## config.mk

```make
export PLATFORM = sky130hd
export DESIGN_NAME = periodic_irq_gen
export DESIGN_NICKNAME = d
export VERILOG_FILES = /design/src/rtl/periodic_irq_pkg.sv /design/src/rtl/pig_tick_counter.sv /design/src/rtl/pig_rate_decoder.sv /design/src/rtl/pig_event_stage.sv /design/src/rtl/periodic_irq_gen.sv
export SDC_FILE = /design/constraint.sdc
export NUM_CORES = 1
export LEC_CHECK = 0
export BUFFER_PORTS_ARGS = -buffer_cell sky130_fd_sc_hd__buf_2
export CORE_ASPECT_RATIO = 0.8
export CORE_MARGIN = 8
export CORE_UTILIZATION = 30
export DETAILED_ROUTE_END_ITERATION = 7
export GPL_ROUTABILITY_DRIVEN = 0
export SLEW_MARGIN = 20
export SYNTH_ARGS = -nofsm -noshare
export SYNTH_HDL_FRONTEND = slang
export SYNTH_SLANG_ARGS = --single-unit
```

## constraint.sdc

```tcl
create_clock -name clk_i -period 2.68 [get_ports clk_i]
set_input_delay 0.268 -clock clk_i [delete_from_list [all_inputs] [get_ports clk_i]]
set_output_delay 0.268 -clock clk_i [all_outputs]
set_load 0.05 [all_outputs]
```

## src/rtl/periodic_irq_pkg.sv

```systemverilog
package periodic_irq_pkg;

   // one event, as seen at the block's edge
   typedef struct packed {
      logic flag;
      logic irq;
      logic sqw;
   } pig_event_t;

   // exponent of the period in ticks for a nonzero rate code
   function automatic int unsigned pig_exponent(input int unsigned code,
                                                input int unsigned alias_max,
                                                input int unsigned alias_add);
      if (code <= alias_max) return code + alias_add - 1;
      return code - 1;
   endfunction

endpackage

```

## src/rtl/pig_tick_counter.sv

```systemverilog
module pig_tick_counter #(
   parameter int unsigned CNT_W = 15
) (
   input  logic             clk_i,
   input  logic             rst_ni,
   input  logic             tick_i,
   output logic [CNT_W-1:0] cnt_q_o,
   output logic [CNT_W-1:0] cnt_next_o
);
   logic [CNT_W-1:0] cnt_q;

   assign cnt_next_o = cnt_q + 1'b1;
   assign cnt_q_o    = cnt_q;

   always_ff @(posedge clk_i) begin
      if (!rst_ni)     cnt_q <= '0;
      else if (tick_i) cnt_q <= cnt_next_o;
   end

   // counter moves by exactly one on a tick and holds otherwise
   assert_count_step_R6: assert property (@(posedge clk_i) disable iff (!rst_ni)
      $past(rst_ni) |-> (cnt_q == ($past(tick_i) ? $past(cnt_q) + 1'b1 : $past(cnt_q))));
endmodule

```

## src/rtl/pig_rate_decoder.sv

```systemverilog
module pig_rate_decoder
   import periodic_irq_pkg::*;
#(
   parameter int unsigned CODE_W    = 4,
   parameter int unsigned CNT_W     = 15,
   parameter int unsigned ALIAS_MAX = 2,
   parameter int unsigned ALIAS_ADD = 7
) (
   input  logic [CODE_W-1:0] code_i,
   output logic              active_o,
   output logic [CNT_W-1:0]  mask_o
);
   localparam int unsigned EXP_W   = CODE_W + 1;
   localparam int unsigned MAX_EXP = (2 ** CODE_W) - 2;

   if (MAX_EXP >= CNT_W) begin : g_bad_cnt_w
      $error("counter too narrow for the largest period");
   end
   if (ALIAS_MAX + ALIAS_ADD - 1 >= CNT_W) begin : g_bad_alias
      $error("aliased codes exceed counter width");
   end

   logic [EXP_W-1:0] exp_w;

   assign active_o = |code_i;

   always_comb begin
      if (code_i <= CODE_W'(ALIAS_MAX))
         exp_w = EXP_W'(code_i) + EXP_W'(ALIAS_ADD) - 1'b1;
      else
         exp_w = EXP_W'(code_i) - 1'b1;
   end

   // low-bit mask of the period: bit i is set when i < exponent
   for (genvar i = 0; i < int'(CNT_W); i++) begin : g_mask
      assign mask_o[i] = active_o && (int'(exp_w) > i);
   end
endmodule

```

## src/rtl/pig_event_stage.sv

```systemverilog
module pig_event_stage
   import periodic_irq_pkg::*;
#(
   parameter bit OUT_REG = 1'b1
) (
   input  logic       clk_i,
   input  logic       rst_ni,
   input  logic       tick_i,
   input  logic       active_i,
   input  logic       boundary_i,
   input  logic       pie_i,
   input  logic       sqw_i,
   output pig_event_t ev_o
);
   pig_event_t ev_d;
   logic       fire;

   assign fire    = tick_i && active_i && boundary_i && (pie_i || sqw_i);
   assign ev_d.flag = fire;
   assign ev_d.irq  = fire && pie_i;
   assign ev_d.sqw  = fire && sqw_i;

   if (OUT_REG) begin : g_reg
      pig_event_t ev_q;
      always_ff @(posedge clk_i) begin
         if (!rst_ni) ev_q <= '0;
         else         ev_q <= ev_d;
      end
      assign ev_o = ev_q;

      assert_irq_en_R7: assert property (@(posedge clk_i) disable iff (!rst_ni)
         ev_q.irq |-> $past(pie_i));
      assert_sqw_en_R8: assert property (@(posedge clk_i) disable iff (!rst_ni)
         ev_q.sqw |-> $past(sqw_i));
      assert_on_tick_R6: assert property (@(posedge clk_i) disable iff (!rst_ni)
         ev_q.flag |-> $past(tick_i));
   end else begin : g_comb
      assign ev_o = ev_d;
   end

   assert_irq_has_flag_R7: assert property (@(posedge clk_i) disable iff (!rst_ni)
      ev_o.irq |-> ev_o.flag);
   assert_sqw_has_flag_R8: assert property (@(posedge clk_i) disable iff (!rst_ni)
      ev_o.sqw |-> ev_o.flag);
endmodule

```

## src/rtl/periodic_irq_gen.sv

```systemverilog
module periodic_irq_gen
   import periodic_irq_pkg::*;
#(
   parameter int unsigned CODE_W    = 4,
   parameter int unsigned CNT_W     = 15,
   parameter int unsigned ALIAS_MAX = 2,
   parameter int unsigned ALIAS_ADD = 7,
   parameter bit          OUT_REG   = 1'b1
) (
   input  logic        clk_i,
   input  logic        rst_ni,
   input  logic        tick_i,
   input  logic [3:0]  rate_code_i,
   input  logic        per_irq_en_i,
   input  logic        sqw_en_i,
   output logic        flag_set_o,
   output logic        irq_o,
   output logic        sqw_pulse_o
);
   if (CODE_W != 4) begin : g_bad_code_w
      $error("rate code port is 4 bits wide");
   end

   logic [CNT_W-1:0] cnt_q, cnt_next, mask;
   logic             active, boundary;
   pig_event_t       ev;

   pig_tick_counter #(.CNT_W(CNT_W)) u_cnt (
      .clk_i      (clk_i),
      .rst_ni     (rst_ni),
      .tick_i     (tick_i),
      .cnt_q_o    (cnt_q),
      .cnt_next_o (cnt_next)
   );

   pig_rate_decoder #(
      .CODE_W(CODE_W), .CNT_W(CNT_W),
      .ALIAS_MAX(ALIAS_MAX), .ALIAS_ADD(ALIAS_ADD)
   ) u_dec (
      .code_i   (rate_code_i[CODE_W-1:0]),
      .active_o (active),
      .mask_o   (mask)
   );

   // next count lands on a multiple of the period
   assign boundary = ((cnt_next & mask) == '0);

   pig_event_stage #(.OUT_REG(OUT_REG)) u_ev (
      .clk_i      (clk_i),
      .rst_ni     (rst_ni),
      .tick_i     (tick_i),
      .active_i   (active),
      .boundary_i (boundary),
      .pie_i      (per_irq_en_i),
      .sqw_i      (sqw_en_i),
      .ev_o       (ev)
   );

   assign flag_set_o  = ev.flag;
   assign irq_o       = ev.irq;
   assign sqw_pulse_o = ev.sqw;

   if (OUT_REG) begin : g_chk
      assert_code_zero_off_R2: assert property (@(posedge clk_i) disable iff (!rst_ni)
         flag_set_o |-> $past(rate_code_i != 4'd0));
      assert_gated_off_R3: assert property (@(posedge clk_i) disable iff (!rst_ni)
         flag_set_o |-> $past(per_irq_en_i || sqw_en_i));
      assert_aligned_R6: assert property (@(posedge clk_i) disable iff (!rst_ni)
         flag_set_o |-> ((cnt_q & $past(mask)) == '0));
      assert_single_cycle_R4: assert property (@(posedge clk_i) disable iff (!rst_ni)
         flag_set_o |=> !flag_set_o);
   end
endmodule

```

-- Yosys cells after proc, flatten, opt, wreduce, memory -nomap -nowiden
Index checks and enable logic that the tools add are counted.
W data, S select, Z words.
- input port bits: 9
- output and inout bits: 3
- logic and storage cells: 49
- register bits after elaboration: 18
- order comparisons: 16
- bitwise gates (word level): 1
- muxes and demuxes: 1
- add/subtract/negate cells: 4
- reduce and logical (&&, ||, !) cells: 23
- operators by type and width (kind ; number):
    $gt A5 B4 Y1 const B ; 7
    $gt A5 B3 Y1 const B ; 4
    $logic_and A1 B1 Y1 ; 20
    $add A15 B1 Y15 const B ; 1
    $and A15 B15 Y15 ; 1
    $logic_not A15 Y1 ; 1
    $gt A5 B1 Y1 const B ; 2
    $gt A5 B2 Y1 const B ; 2
    $add A4 B3 Y5 const B ; 1
    $mux W5 ; 1
    $sub A4 B1 Y5 const B ; 1
    $sub A5 B1 Y5 const B ; 1
    $le A4 B2 Y1 const B ; 1
    $reduce_or A4 Y1 ; 1
    $logic_or A1 B1 Y1 ; 1

-- Depth between registers and ports, before layout
- word-level depth: 10
- mapped depth: 10
- mapped depth without buffers: 9

-- By module
From an unflattened synthesis, not the netlist that was laid out.
- cells, all modules: 193
- area total of the unflattened synthesis: 1536.5 um^2
- by module, submodules not included (module ; cells each ; area each (um^2) ; seq. area each (um^2) ; times used):
    pig_tick_counter ; 113 ; 944.7 ; 300.3 ; 1
    pig_rate_decoder ; 63 ; 430.4 ; 0.0 ; 1
    pig_event_stage ; 7 ; 91.3 ; 60.1 ; 1
    periodic_irq_gen ; 10 ; 70.1 ; 0.0 ; 1

-- Least setup slack after synthesis
No wires, ideal clock.
- kind: input-to-reg
- start: input port rate_code_i[0]
- end: register u_ev.g_reg.ev_q (netlist bit u_ev.ev_o[0])
- required time: 2602 ps
- arrival: 2211 ps
- path buffers: 1
- library setup time: 78 ps
- slack: 392 ps
- cell stages on the path: 10
- cells stage by stage: buf_2 inv_1 ha_1 nand2b_1 a32o_1 or2_1 a22oi_1 o221ai_1 a211o_1 nor3_1
- longest elaborated chain between the ends: 10
- elaborated cells between the ends (all ways): 42
- those cells by class: add/sub (3); order compare (16); mux (1); bitwise (1); reduce/logical (21)
- RTL lines (what ; line ; RTL):
    from (decl) ; periodic_irq_gen.sv:13 ; input logic [3:0] rate_code_i,
    $add A4 B3 Y5 ; pig_rate_decoder.sv:29 ; exp_w = EXP_W'(code_i) + EXP_W'(ALIAS_ADD) - 1'b1;
    $sub A5 B1 Y5 ; pig_rate_decoder.sv:29 ;
    $mux W5 ; pig_rate_decoder.sv:28 ; if (code_i <= CODE_W'(ALIAS_MAX))
    $gt A5 B1 Y1 (tied with other cells) ; pig_rate_decoder.sv:36 ; assign mask_o[i] = active_o && (int'(exp_w) > i);
    $logic_and A1 B1 Y1 ; pig_rate_decoder.sv:36 ;
    $and A15 B15 Y15 ; periodic_irq_gen.sv:46 ; assign boundary = ((cnt_next & mask) == '0);
    $logic_not A15 Y1 ; periodic_irq_gen.sv:46 ;
    $logic_and A1 B1 Y1 * (2 in a row) ; pig_event_stage.sv:18 ; assign fire = tick_i && active_i && boundary_i && (pie_i || sqw_i);
    $logic_and A1 B1 Y1 * ; pig_event_stage.sv:21 ; assign ev_d.sqw = fire && sqw_i;
    to (signal assigned) ; pig_event_stage.sv:27 ; else ev_q <= ev_d;
    to (decl) ; pig_event_stage.sv:24 ; pig_event_t ev_q;
Every way passes the cells marked *; elsewhere a longest branch is shown, timed or not.
A chain may end at the register's enable or synchronous reset.

-- Final worst setup path
- start: register u_cnt.cnt_q[0] (netlist: u_cnt.cnt_q_o[0])
- end: register u_ev.g_reg.ev_q (netlist bit u_ev.ev_o[1])
- longest elaborated chain between the ends: 6
- RTL lines (what ; line ; RTL):
    from (decl) ; pig_tick_counter.sv:10 ; logic [CNT_W-1:0] cnt_q;
    from (signal assigned) ; pig_tick_counter.sv:17 ; else if (tick_i) cnt_q <= cnt_next_o;
    $add A15 B1 Y15 ; pig_tick_counter.sv:12 ; assign cnt_next_o = cnt_q + 1'b1;
    $and A15 B15 Y15 ; periodic_irq_gen.sv:46 ;
    $logic_not A15 Y1 ; periodic_irq_gen.sv:46 ;
    $logic_and A1 B1 Y1 (2 in a row) ; pig_event_stage.sv:18 ;
    $logic_and A1 B1 Y1 ; pig_event_stage.sv:20 ; assign ev_d.irq = fire && pie_i;
No other way between the ends.

==> impl_metrics.env <==
export IMPL_drt_drc_violations_left=0
export IMPL_timing_setup_critical_path_class="register to register"
export IMPL_max_cap_viol_count=0
export IMPL_portBuffers=11
export IMPL_drtAntennaViolNets=0
export IMPL_insertion_delay_ns=0.26
export IMPL_timing_max_transition_violations_final=0
export IMPL_cells_after_synthesis=183
export IMPL_synth_top_area_share=0.250
export IMPL_placement_rows=22
export IMPL_grt_setup_unrepaired="no"
export IMPL_filler_cell_count=513
export IMPL_worstSetupStartpointType="register"
export IMPL_cts_tree="built"
export IMPL_cts_hold_buf=0
export IMPL_final_report_setup_violation_count=0
export IMPL_worstPathArrival_ns=2.52
export IMPL_power_per_cell_area_nw_per_um2=383
export IMPL_timing_final_hold_violations=0
export IMPL_synth_avg_cell_area_sq_um=7.89
export IMPL_grt_util_all_layers=0.0926
export IMPL_irDropWorstVdd_mv=0.156
export IMPL_initial_core_util=0.312
export IMPL_first_global_vias=1174
export IMPL_finish_net_count=206
export IMPL_fin_worst_hold_slack_ns=0.240
export IMPL_yosys_cell_types_count=47
export IMPL_antenna_violations_before_repair=0
export IMPL_syn_cell_area_sq_um=1440
export IMPL_synth_seq_area_share=0.250
export IMPL_cts_root_buffer_cell="clkbuf_8"
export IMPL_max_clock_freq_mhz=423
export IMPL_critical_path_max_stage_delay_ns=0.44
export IMPL_detail_route_wl_per_cell_um=13.3
export IMPL_clock_pin_slew_reported_for_the_worst_setup_and_hold_paths_after_clock_tree_synthesis_ns=0.07
export IMPL_fin_ws_ns=0.317
export IMPL_holdCritPathClass="primary input to register"
export IMPL_relSlewSlack=0.691
export IMPL_diodes=0
export IMPL_grt_pass1_wl_um=5540
export IMPL_synth_most_common_cell="dfxtp_1"
export IMPL_dp_final_hpwl_um=2630
export IMPL_initialDrtViolationCount=64
export IMPL_area_delta_synth_final_pct=10.7
export IMPL_seq_area_sq_um=360
export IMPL_cts_repair_resized=0
export IMPL_numCtsBuffers=3
export IMPL_synth_edf_count=0
export IMPL_multi_input_comb_area_sq_um=1020
export IMPL_design_core_area_sq_um=4620
export IMPL_fp_dieH_um=78.1
export IMPL_total_power_uw=612
export IMPL_synth_area_leader_cell="dfxtp_1"
export IMPL_tightestPinTransition_ns=0.459
export IMPL_outcome="complete, no violations"
export IMPL_post_cts_setup_buffer_count=0
export IMPL_max_root_sink_buffers=2
export IMPL_timing_critical_path_to_type="register"
export IMPL_timing_critical_path_fanout_max=5
export IMPL_final_setup_tns_ns=0
export IMPL_grt_max_degree=17
export IMPL_min_period_over_period=0.882
export IMPL_synth_cells_most_frequent="dfxtp_1 (18), xnor2_1 (16), and2_1 (15)"
export IMPL_critical_path_n_buffers_inverters=0
export IMPL_postSynthNetCount=197
export IMPL_avgViaCountPerCell=5.24
export IMPL_cts_htree_levels=1
export IMPL_synth_ff_latch_count=18
export IMPL_synth_top_cells_by_area="dfxtp_1 (25%), xnor2_1 (9.7%), and2_1 (6.5%)"
export IMPL_firstDrtPassIters=4
export IMPL_routed_wl_um=3340
export IMPL_synth_async_reset_ratio=0
export IMPL_ys_warn_count=0
export IMPL_slowest_stage="a2111oi_0"
export IMPL_synth_ff_type="dfxtp_1"
export IMPL_timing_critical_path_max_delay_family="compound AO/OA/AOI/OAI gates"
export IMPL_final_layout_size_suffix_gt1_frac=0.126
export IMPL_p_leak_nw=0.627
export IMPL_globalRoute_totalOverflow=0
export IMPL_dpl_worst_slack_ns=0.165
export IMPL_post_dp_cell_area_sq_um=1540
export IMPL_post_route_min_period_ns=2.36
export IMPL_cts_num_sinks=18
export IMPL_io_pins=12
export IMPL_overall_die_area_sq_um=7300
export IMPL_fin_skew_ns=0.00185
export IMPL_dr_total_vias=1315
export IMPL_x_dimension_of_the_die_um=93.6
export IMPL_chain_of_cells_forming_the_critical_path="ha_1 -> nand2_1 -> or3_4 -> a2111oi_0 -> o21ai_0 -> o211ai_1 -> a211o_1 -> nor3_1"
export IMPL_worstPathRequired_ns=2.83
export IMPL_final_cell_area_sq_um=1600
==> path summary, 6_finish.rpt <==
| kind | cells after the start | slack (ns) | end | from |
|---|---|---|---|---|
| setup / recovery | 8 | 0.32 | u_ev.ev_o[1] | u_cnt.cnt_q_o[0] |
| hold / removal | 3 | 0.24 | u_ev.ev_o[1] | per_irq_en_i |
| setup reg to reg | 8 | 0.32 | u_ev.ev_o[1] | u_cnt.cnt_q_o[0] |
| hold reg to reg | 2 | 0.58 | u_cnt.cnt_q_o[1] | u_cnt.cnt_q_o[1] |
==> final cells by class <==
| type | instances | area share |
|---|---|---|
| multi-input cells | 150 | 0.640 |
| flip-flops and latches | 18 | 0.225 |
| well taps | 60 | 0.0469 |
| clock buffers | 4 | 0.0344 |
| repair buffers | 11 | 0.0344 |
| inverters | 8 | 0.0188 |
==> metrics by stage <==
stage,std cells,utilization
after detailed placement,247,0.334
after global routing,251,0.346
after CTS,251,0.346
after global placement,247,0.334
final,251,0.346
after floorplan,183,-
==> cells in the final DEF, fill, tap and decap left out, types with 2 or more instances in the layout <==
| master | Yosys | layout |
|---|---|---|
| buf_2 | 3 | 11 |
| nor4_1 | 3 | 3 |
| o211ai_1 | 3 | 3 |
| clkbuf_8 | 0 | 4 |
| nor3_1 | 9 | 9 |
| a22oi_1 | 3 | 3 |
| nor2_1 | 8 | 8 |
| and4_1 | 2 | 2 |
| nand4_1 | 4 | 4 |
| dfxtp_1 | 18 | 18 |
| a211o_1 | 2 | 2 |
| nand2_1 | 13 | 13 |
| o22ai_1 | 4 | 4 |
| and3_1 | 3 | 3 |
| nand3_1 | 7 | 7 |
| a22o_1 | 2 | 2 |
| inv_1 | 8 | 8 |
| o21ai_0 | 8 | 8 |
| or3_4 | 2 | 2 |
| a21oi_1 | 6 | 6 |
| or3_1 | 3 | 3 |
| and2_1 | 15 | 15 |
| xnor2_1 | 16 | 16 |
| a211oi_1 | 3 | 3 |
| xor2_1 | 8 | 8 |
| ha_1 | 5 | 5 |
==> worst min-delay path, delay by kind of cell <==
kind	cells	cell delay, ns
and+or+nand+nor	1	0.04
buffers and inverters	2	0.14
==> flip-flops by register name (all words and copies together), names as in the netlist <==
name,cells
u_cnt.cnt_q_o,15
u_ev.ev_o,3
==> where the power goes <==
part / internal, mW / switching (mW) / leakage (nW)
logic: 0.0407 / 0.0676 / 0.453
clock network: 0.131 / 0.0965 / 0.0288
registers: 0.272 / 0.00487 / 0.145
==> kinds of logic (layout without fill, tap and decap cells) <==
family | count (synthesis) | in the layout | synth area share
mux | 1 | 1 | 0.00693
flops | 18 | 18 | 0.250
simple gates | 79 | 79 | 0.317
compound gates | 41 | 41 | 0.196
buf+inv | 15 | 23 | 0.0416
fa+ha+maj | 5 | 5 | 0.0433
xor+xnor | 24 | 24 | 0.146
==> per-layer routing <==
layer	share of wire	vias to the layer above	global-route usage
met5	0	-	0
met4	0.0084	0	0.0269
met3	0.066	5	0.0314
met2	0.41	28	0.133
met1	0.52	605	0.127
li1	-	677	-
Note: power is estimated with default switching activity, not from simulation.
